[src/rtl/ccf_pkg.sv]
package ccf_pkg;
  typedef enum logic { OP_RD = 1'b0, OP_WR = 1'b1 } op_t;
  typedef enum logic { SRC_LOC = 1'b0, SRC_GLB = 1'b1 } src_t;
endpackage

[src/rtl/ccf_arb.sv]
// Picks one transaction per cycle; the global bus always wins.
module ccf_arb #(
  parameter int ADDR_W = 16
) (
  input  logic              loc_vld,
  input  logic [ADDR_W-1:0] loc_addr,
  input  logic              loc_op,
  input  logic              glb_vld,
  input  logic [ADDR_W-1:0] glb_addr,
  input  logic              glb_op,
  output logic              sel_vld,
  output logic              sel_src,
  output logic [ADDR_W-1:0] sel_addr,
  output logic              sel_op,
  output logic              loc_gnt
);
  always_comb begin
    sel_vld  = glb_vld | loc_vld;
    sel_src  = glb_vld;
    sel_addr = glb_vld ? glb_addr : loc_addr;
    sel_op   = glb_vld ? glb_op : loc_op;
    loc_gnt  = loc_vld & ~glb_vld;
  end
endmodule

[src/rtl/ccf_tagram.sv]
// Tag store: RAM-style body with synchronous read, valid bits in flops,
// and a registered bypass for a read that meets the same-cycle write.
module ccf_tagram #(
  parameter int IDX_W = 6,
  parameter int TAG_W = 6
) (
  input  logic             clk,
  input  logic             rst,
  input  logic [IDX_W-1:0] rd_idx,
  input  logic             wr_en,
  input  logic [IDX_W-1:0] wr_idx,
  input  logic             wr_vld,
  input  logic [TAG_W-1:0] wr_tag,
  input  logic             wr_cpy,
  input  logic             wr_dirty,
  output logic             ent_vld,
  output logic [TAG_W-1:0] ent_tag,
  output logic             ent_cpy,
  output logic             ent_dirty
);
  localparam int DEPTH = 1 << IDX_W;
  localparam int DW    = TAG_W + 2;

  logic [DW-1:0]    body [DEPTH];
  logic [DEPTH-1:0] vbits;
  logic [DW-1:0]    rd_q;
  logic             vld_q;
  logic             byp_hit;
  logic             byp_vld;
  logic [DW-1:0]    byp_dat;
  logic [DW-1:0]    wr_dat;
  logic [DW-1:0]    sel_dat;

  assign wr_dat = {wr_cpy, wr_dirty, wr_tag};

  always_ff @(posedge clk) begin
    if (wr_en) body[wr_idx] <= wr_dat;
    rd_q <= body[rd_idx];
  end

  always_ff @(posedge clk) begin
    if (rst) begin
      vbits   <= '0;
      vld_q   <= 1'b0;
      byp_hit <= 1'b0;
      byp_vld <= 1'b0;
      byp_dat <= '0;
    end else begin
      if (wr_en) vbits[wr_idx] <= wr_vld;
      vld_q   <= vbits[rd_idx];
      byp_hit <= wr_en && (wr_idx == rd_idx);
      byp_vld <= wr_vld;
      byp_dat <= wr_dat;
    end
  end

  always_comb begin
    sel_dat   = byp_hit ? byp_dat : rd_q;
    ent_vld   = byp_hit ? byp_vld : vld_q;
    ent_cpy   = sel_dat[DW-1];
    ent_dirty = sel_dat[DW-2];
    ent_tag   = sel_dat[TAG_W-1:0];
  end
endmodule

[src/rtl/ccf_decide.sv]
// Forwarding and next-state rules for one transaction.
module ccf_decide
  import ccf_pkg::*;
(
  input  src_t src,
  input  op_t  op,
  input  logic home_loc,
  input  logic cur_cpy,
  input  logic cur_dirty,
  output logic fwd_up,
  output logic fwd_down,
  output logic nxt_cpy,
  output logic nxt_dirty
);
  always_comb begin
    fwd_up    = 1'b0;
    fwd_down  = 1'b0;
    nxt_cpy   = cur_cpy;
    nxt_dirty = cur_dirty;
    if (src == SRC_LOC) begin
      if (op == OP_WR) begin
        if (home_loc) begin
          fwd_up    = cur_cpy;
          nxt_cpy   = 1'b0;
          nxt_dirty = 1'b0;
        end else begin
          fwd_up    = 1'b1;
          nxt_cpy   = 1'b1;
          nxt_dirty = 1'b1;
        end
      end else begin
        if (home_loc) begin
          fwd_up    = cur_dirty;
          nxt_dirty = 1'b0;
        end else begin
          fwd_up    = ~cur_cpy;
          nxt_cpy   = 1'b1;
          nxt_dirty = cur_cpy & cur_dirty;
        end
      end
    end else begin
      if (op == OP_WR) begin
        if (home_loc) begin
          fwd_down  = 1'b1;
          nxt_cpy   = 1'b1;
          nxt_dirty = 1'b1;
        end else begin
          fwd_down  = cur_dirty;
          nxt_cpy   = 1'b0;
          nxt_dirty = 1'b0;
        end
      end else if (home_loc) begin
        nxt_cpy   = 1'b1;
        nxt_dirty = 1'b0;
      end
    end
  end
endmodule

[src/rtl/cluster_coh_filter.sv]
module cluster_coh_filter
  import ccf_pkg::*;
#(
  parameter int              ADDR_W     = 16,
  parameter int              OFS_W      = 4,
  parameter int              IDX_W      = 6,
  parameter int              CL_W       = 2,
  parameter logic [CL_W-1:0] MY_CLUSTER = CL_W'(1)
) (
  input  logic              clk,
  input  logic              rst,
  input  logic              loc_vld,
  input  logic [ADDR_W-1:0] loc_addr,
  input  logic              loc_op,
  output logic              loc_gnt,
  input  logic              glb_vld,
  input  logic [ADDR_W-1:0] glb_addr,
  input  logic              glb_op,
  output logic              out_vld,
  output logic              out_src,
  output logic [ADDR_W-1:0] out_addr,
  output logic              out_op,
  output logic              out_up,
  output logic              out_down,
  output logic              out_cpy,
  output logic              out_dirty
);
  localparam int TAG_W = ADDR_W - OFS_W - IDX_W;

  // stage 0: arbitration
  logic              sel_vld, sel_src, sel_op;
  logic [ADDR_W-1:0] sel_addr;

  ccf_arb #(.ADDR_W(ADDR_W)) u_arb (
    .loc_vld (loc_vld),  .loc_addr(loc_addr), .loc_op(loc_op),
    .glb_vld (glb_vld),  .glb_addr(glb_addr), .glb_op(glb_op),
    .sel_vld (sel_vld),  .sel_src (sel_src),  .sel_addr(sel_addr),
    .sel_op  (sel_op),   .loc_gnt (loc_gnt)
  );

  // stage 1: table lookup result available
  logic              s1_vld, s1_src, s1_op;
  logic [ADDR_W-1:0] s1_addr;

  always_ff @(posedge clk) begin
    if (rst) begin
      s1_vld  <= 1'b0;
      s1_src  <= 1'b0;
      s1_op   <= 1'b0;
      s1_addr <= '0;
    end else begin
      s1_vld  <= sel_vld;
      s1_src  <= sel_src;
      s1_op   <= sel_op;
      s1_addr <= sel_addr;
    end
  end

  logic [IDX_W-1:0] s1_idx;
  logic [TAG_W-1:0] s1_tag;
  logic             s1_home_loc;
  logic             ent_vld, ent_cpy, ent_dirty;
  logic [TAG_W-1:0] ent_tag;
  logic             hit, cur_cpy, cur_dirty;
  logic             fwd_up, fwd_down, nxt_cpy, nxt_dirty;
  logic             wr_en;

  assign s1_idx      = s1_addr[OFS_W +: IDX_W];
  assign s1_tag      = s1_addr[ADDR_W-1 -: TAG_W];
  assign s1_home_loc = (s1_addr[ADDR_W-1 -: CL_W] == MY_CLUSTER);
  assign hit         = ent_vld && (ent_tag == s1_tag);
  assign cur_cpy     = hit & ent_cpy;
  assign cur_dirty   = hit & ent_dirty;
  assign wr_en       = s1_vld && (nxt_cpy || hit);

  ccf_tagram #(.IDX_W(IDX_W), .TAG_W(TAG_W)) u_tags (
    .clk     (clk),
    .rst     (rst),
    .rd_idx  (sel_addr[OFS_W +: IDX_W]),
    .wr_en   (wr_en),
    .wr_idx  (s1_idx),
    .wr_vld  (nxt_cpy),
    .wr_tag  (s1_tag),
    .wr_cpy  (nxt_cpy),
    .wr_dirty(nxt_dirty),
    .ent_vld (ent_vld),
    .ent_tag (ent_tag),
    .ent_cpy (ent_cpy),
    .ent_dirty(ent_dirty)
  );

  ccf_decide u_dec (
    .src      (src_t'(s1_src)),
    .op       (op_t'(s1_op)),
    .home_loc (s1_home_loc),
    .cur_cpy  (cur_cpy),
    .cur_dirty(cur_dirty),
    .fwd_up   (fwd_up),
    .fwd_down (fwd_down),
    .nxt_cpy  (nxt_cpy),
    .nxt_dirty(nxt_dirty)
  );

  // stage 2: registered outputs
  always_ff @(posedge clk) begin
    if (rst) begin
      out_vld   <= 1'b0;
      out_src   <= 1'b0;
      out_addr  <= '0;
      out_op    <= 1'b0;
      out_up    <= 1'b0;
      out_down  <= 1'b0;
      out_cpy   <= 1'b0;
      out_dirty <= 1'b0;
    end else begin
      out_vld   <= s1_vld;
      out_src   <= s1_src;
      out_addr  <= s1_addr;
      out_op    <= s1_op;
      out_up    <= s1_vld & fwd_up;
      out_down  <= s1_vld & fwd_down;
      out_cpy   <= s1_vld & nxt_cpy;
      out_dirty <= s1_vld & nxt_dirty;
    end
  end
endmodule

[config.mk]
export PLATFORM = sky130hd
export DESIGN_NAME = cluster_coh_filter
export DESIGN_NICKNAME = d
export VERILOG_FILES = /design/src/rtl/ccf_pkg.sv /design/src/rtl/ccf_arb.sv /design/src/rtl/ccf_tagram.sv /design/src/rtl/ccf_decide.sv /design/src/rtl/cluster_coh_filter.sv
export SDC_FILE = /design/constraint.sdc
export NUM_CORES = 1
export LEC_CHECK = 0
export CORE_MARGIN = 4
export CORE_UTILIZATION = 60
export DETAILED_ROUTE_END_ITERATION = 16
export PLACE_DENSITY = 0.84
export SYNTH_ARGS = -nofsm -noshare
export SYNTH_HDL_FRONTEND = slang
export SYNTH_SLANG_ARGS = --single-unit
[constraint.sdc]
create_clock -name clk -period 5.64 [get_ports clk]
set_clock_uncertainty 0.1 [all_clocks]
set_input_delay 0.564 -clock clk [delete_from_list [all_inputs] [get_ports clk]]
set_output_delay 0.564 -clock clk [all_outputs]
set_load 0.02 [all_outputs]
* Yosys cells after proc, flatten, opt, wreduce, memory -nomap -nowiden
Memory sizes are Yosys's and may differ from the RTL's. A register that Yosys moved wholly into a read port is not among the register bits. Index checks and enable logic that the tools add are counted.
Storage, ports and cells: word-level logic and storage cells 69, memory bits (writable) 512, bits in latches 0, input bits 38, memories kept 1, register bits after elaboration 117, output and inout bits 24, memory bits (read-only) 0
Operators by class: add/sub/neg operators 0, multipliers 0, bitwise operators 11, shift operators 0, $lt $le $gt $ge 3, eq/ne operators 3, reductions and logical operators 5, divide/modulo/power cells 0, mux-type cells 29
Memory list:
- u_tags.body | words 64, width 8, rd ports 1, clocked after Yosys merged registers in 1, write ports 1, RTL line ccf_tagram.sv:24 | logic [DW-1:0] body [DEPTH];
Operators by type and width (number):
- 64-bit bitwise mux | 1
- 1-bit 2-to-1 mux | 24
- 16-bit 2-to-1 mux | 1
- 6-bit by 7-bit < comparator with 1-bit output, second input constant | 2
- 6-bit == test | 2
- 1-bit AND | 8
- 8-bit 2-to-1 mux | 1
- 1-bit binary-select mux with 6-bit select | 1
- 1-bit demux with 6-bit select | 1
- 6-bit by 1-bit >= comparator with 1-bit output, second input constant | 1
- 1-bit logical AND | 4
- 2-bit by 1-bit == test with 1-bit output, second input constant | 1
- 1-bit NOT | 2
- 1-bit logical OR | 1
- 1-bit bitwise OR | 1

* Logic depth before layout (Yosys ltp)
word-level depth 11, depth in mapped cells 12, gate-level depth less buffers 7

* Hierarchy
Synthesis repeated with hierarchy kept, for this count alone.
Unflattened totals: cells, all modules 1452, area, all modules 24891.4 µm²
By module, submodules not included:
- ccf_tagram | instances 1, sequential area each 17036.3 µm², cells each 1313, area an instance 23306.1 µm²
- cluster_coh_filter | instances 1, sequential area each 840.8 µm², cells each 105, area an instance 1236.2 µm²
- ccf_arb | instances 1, sequential area each 0.0 µm², cells each 22, area an instance 275.3 µm²
- ccf_decide | instances 1, sequential area each 0.0 µm², cells each 12, area an instance 73.8 µm²

* Worst setup path after synthesis
OpenSTA, ideal clock, no wires.
path kind flip-flop to flip-flop, from register s1_addr[12], to memory u_tags.body[0][6] (netlist name), data pin, library setup time 0.392 ns, period minus slack after synthesis 3.730 ns, arrival time 3.237 ns, buffers on the path 0, required time 5.148 ns, stages on the path, launching flop included 6, path slack 1.910 ns, cells stage by stage dfxtp_1 > xnor2_1 > nor3_2 > nand4_1 > or4b_1 > o21ai_2
On the way: cells in the longest elaborated chain, start to end 7, elaborated cells between the ends (all ways) 10, classes of those cells eq/ne: 1; mux: 5; bitwise: 3; reduce/logical: 1
Ends and longest elaborated chain:
- start, declared | RTL line cluster_coh_filter.sv:43 | logic [ADDR_W-1:0] s1_addr;
- start signal, assigned | RTL line cluster_coh_filter.sv:55 | s1_addr <= sel_addr;
- 6-bit == test (*) | RTL line cluster_coh_filter.sv:71 | assign hit = ent_vld && (ent_tag == s1_tag);
- 1-bit logical AND (*) | RTL line cluster_coh_filter.sv:71
- 1-bit AND (on tied branches) | RTL line cluster_coh_filter.sv:72, cluster_coh_filter.sv:73
- 1-bit AND | RTL line ccf_decide.sv:38 | nxt_dirty = cur_cpy & cur_dirty;
- 1-bit 2-to-1 mux | RTL line ccf_decide.sv:32 | if (home_loc) begin
- 1-bit 2-to-1 mux | RTL line ccf_decide.sv:21 | if (op == OP_WR) begin
- 1-bit 2-to-1 mux (*) | RTL line ccf_decide.sv:20 | if (src == SRC_LOC) begin
- net nxt_dirty | RTL line cluster_coh_filter.sv:65 | logic fwd_up, fwd_down, nxt_cpy, nxt_dirty;
- end, declared | RTL line ccf_tagram.sv:24
Mark *: on every way through the listed nets, which the timed path passes. The rest lies on a longest branch.

* Worst setup path in the final report
from register s1_addr[15], to register u_tags.vbits[24]
On the way: cells in the longest elaborated chain, start to end 8, elaborated cells between the ends (all ways) 14, classes of those cells eq/ne: 2; mux: 8; bitwise: 1; reduce/logical: 3
Ends and longest elaborated chain:
- 6-bit == test | RTL line cluster_coh_filter.sv:71
- 1-bit logical AND | RTL line cluster_coh_filter.sv:71
- 1-bit AND | RTL line cluster_coh_filter.sv:72 | assign cur_cpy = hit & ent_cpy;
- 1-bit 2-to-1 mux (on tied branches) | RTL line ccf_decide.sv:32, ccf_decide.sv:52
- 1-bit 2-to-1 mux (on tied branches) | RTL line ccf_decide.sv:21, ccf_decide.sv:42
- 1-bit 2-to-1 mux | RTL line ccf_decide.sv:20
- 1-bit logical OR | RTL line cluster_coh_filter.sv:74 | assign wr_en = s1_vld && (nxt_cpy || hit);
- 1-bit logical AND | RTL line cluster_coh_filter.sv:74
- end signal, assigned by index | RTL line ccf_tagram.sv:49 | if (wr_en) vbits[wr_idx] <= wr_vld;
- end, declared | RTL line ccf_tagram.sv:25 | logic [DEPTH-1:0] vbits;
Parallel ways exist; a longest one is shown, timed or not. A chain may end at the register's enable or synchronous reset.

==> results.yml <==
critical_path:
  critical_path_class: "flop to flop"
  critical_path.max_stage_delay_ns: 1.09
  rr_endpoint: "u_tags.vbits[24]"
  r2r_slack_ns: 1.65
  timing.critical_path.cells: "buf_4 > xor2_1 > a41o_1 > nand3_1 > nor2_1 > mux2i_1"
  critical_path.top_delay_family: "simple AND/OR/NAND/NOR gates"
  crit_required_ns: 6.08
  path_max_fanout: 49
  critical_path_arrival_ns: 4.43
  reg2regPathDepth: 6
  start_kind: "flop"
  crit_start: "s1_addr[15]"
  end_kind: "flop"
  slowest_stage: "nor2_1"
  reg2reg_from: "s1_addr[15]"
  timing.critical_path.buf_inv: 1
sta:
  rsz0062_at_grt: "no"
  whs_ns: 0.349
  finalCritPeriodShare_pct: 70.7
  setup-tns-final_ns: 0
  fmax_mhz: 251
  drv_slew: 0
  slew_headroom_pct: 13.7
  finalWorstSetupSlack_ns: 1.65
  hold_viol: 0
  setup_viol: 0
  worstMarginPinSlew_ns: 1.29
  period_needed_ns: 3.99
min_path:
  hold_class: "flop to flop"
  hold_depth: 1
  min_from: "s1_addr[1]"
  whs_endpoint: "out_addr[1]"
cts:
  clk_path_buf_depth: 3
  cts_made_buffers: 58
  cts_sinks: 630
  cts_tree: "yes"
  hold_buffers: 0
  clkTransAtPathRegs_ns: 0.06
  post_cts_buffers: 0
  cts_resized: 0
  cts-htree-levels: 2
  clkLatencyLatePin_ns: 0.64
  cts_root_buffer: "clkbuf_16"
power:
  power.density_nw_per_um2: 319
  leakage_nw: 9.89
  ir_drop_mv: 0.311
  finalPower_mw: 10.4
route:
  drtAntennaViolNets: 0
  via_per_inst: 7.68
  vias: 23500
  first_iter_violations: 3998
  wl_mm: 90.5
  routedWlPerCell_um: 29.5
  drc: 0
  dr.pass1.iters: 8
synth:
  synth_fp_nets: 2455
  synth_top_cell_area_share_pct: 51.6
  yosys.area.top_type: "edfxtp_1"
  syn-cell-area_um2: 29800
  synth_most_common_cell: "edfxtp_1"
  synthArstFlopShare_pct: 0
  yosysSeqAreaShare_pct: 59.5
  synth.area.top_cells: "edfxtp_1 52%, a211oi_1 9.9%, dfxtp_1 7.9%, mux2i_1 3.2%, o41ai_1 2.9%"
  ys_top_cells_by_count: "512 x edfxtp_1, 393 x a211oi_1, 184 x nor2_1"
  synth.distinct_cells: 68
  yosys_warnings: 0
  ys_seq_elements: 630
  synth_edf_count: 512
  synth_top_flop_cell: "edfxtp_1"
  synth.avg_cell_area_um2: 12.3
  syn_inst: 2417
die:
  io_pins: 62
  die_area_um2: 53300
  rows: 81
  die_x_um: 231
  start_util_pct: 60.8
  coreArea_um2: 49100
  die_y_um: 231
grt:
  grt_pass1_vias: 23400
  antenna_found_initial: 2
  grt_pass1_wl_mm: 136
  grt_usage_pct: 32.8
  overflow: 0
  grt_max_degree: 143
flow_run:
  cap_viol_max_count: 0
place:
  pre_cts_ws_ns: 1.28
  hpwl_mm: 50.9
  gp_congestion: 0.874
  dp.cells: 2952
  io_buffer_count: 61
layout:
  drive_gt1_share_pct: 7.51
  stdcell_count: 3064
  fill_cells: 3323
  finalNetCount: 2386
  area_growth_pct: 9.45
status:
  status: "finished clean"
[sequential cells by signal, indices dropped and copies added, names as in the netlist]
register        cells
out_up              1
u_tags.body       512
out_dirty           1
out_op              1
u_tags.byp_hit      1
out_down            1
out_addr           15
s1_addr            16
s1_vld              1
u_tags.vld_q        1
u_tags.vbits       64
u_tags.rd_q         8
out_src             1
u_tags.byp_dat      3
s1_src              1
s1_op               1
out_vld             1
out_cpy             1
[cell families after synthesis]
kind of cell | Yosys count | share of synthesized area, %
compound gates | 958 | 24.4
xor+xnor | 12 | 0.352
buf+inv | 256 | 4.12
flops | 630 | 59.5
mux | 108 | 3.98
simple gates | 453 | 7.65
[area by class of cell]
cell class | count | area (um2) | share of cell area [%]
multi-input combinational | 1531 | 10900 | 33.4
tap | 664 | 831 | 2.55
antenna | 2 | 5.00 | 0.0153
sequential | 630 | 17700 | 54.4
timing repair buffer | 107 | 1050 | 3.22
clock buffer | 77 | 1630 | 5.01
clock inverter | 33 | 385 | 1.18
inverter | 20 | 95.1 | 0.291
[per-layer routing]
layer | part of all wire [%] | track usage (%) | up-vias
li1 | - | - | 9726
met1 | 34 | 41.5 | 11200
met2 | 46 | 51.3 | 2121
met3 | 14 | 8.63 | 464
met4 | 6.7 | 19.4 | 0
met5 | 0 | 0 | -
[cells in the final DEF, fill, tap and decap left out, drive strengths merged, types with 28 or more instances in the layout]
master | synthesis | routed
nand2b | 69 | 69
nor2b | 30 | 30
a211o | 62 | 62
buf | 137 | 50
nor2 | 184 | 184
dfxtp | 118 | 118
o21bai | 92 | 92
nand3 | 33 | 33
a211oi | 393 | 393
o2111ai | 50 | 50
mux2i | 97 | 97
a21o | 28 | 28
clkbuf | 99 | 77
nand2 | 62 | 62
o41ai | 99 | 99
a21oi | 108 | 108
clkdlybuf4s50 | 0 | 57
edfxtp | 512 | 512
[report_power, final]
| part | internal [mW] | leakage, nW | switching (mW) | total, mW |
|---|---|---|---|---|
| combinational | 0.329 | 3.62 | 0.778 | 1.11 |
| sequential | 5.10 | 5.27 | 0.0469 | 5.15 |
| clock | 2.41 | 1.00 | 1.76 | 4.16 |
[worst register-to-register path, delay by kind of cell (launching register included)]
| family | cells | cell delay (ns) |
|---|---|---|
| buffers and inverters | 1 | 0.61 |
| muxes | 1 | 0.31 |
| AOI/OAI and AO/OA | 1 | 0.50 |
| and+or+nand+nor | 2 | 1.51 |
| xor gates and xnor gates | 1 | 0.30 |
| DFF | 1 | 0.57 |
[stage by stage]
step	util (%)	cell area (um2)
finish	66.5	32600
global placement	62.4	30600
global route	66.5	32600
detailed placement	62.4	30600
CTS	66.5	32600
floorplan	-	29800
[worst max path at each step]
stage	to	cells after the start
after floorplan	u_tags.body[0][6]	5
after global placement	u_tags.rd_q[4]	9
after detailed placement	u_tags.rd_q[4]	9
after CTS	u_tags.vbits[24]	6
after global routing	u_tags.vbits[24]	6
final	u_tags.vbits[24]	6
Note: power is estimated with default switching activity, not from simulation.
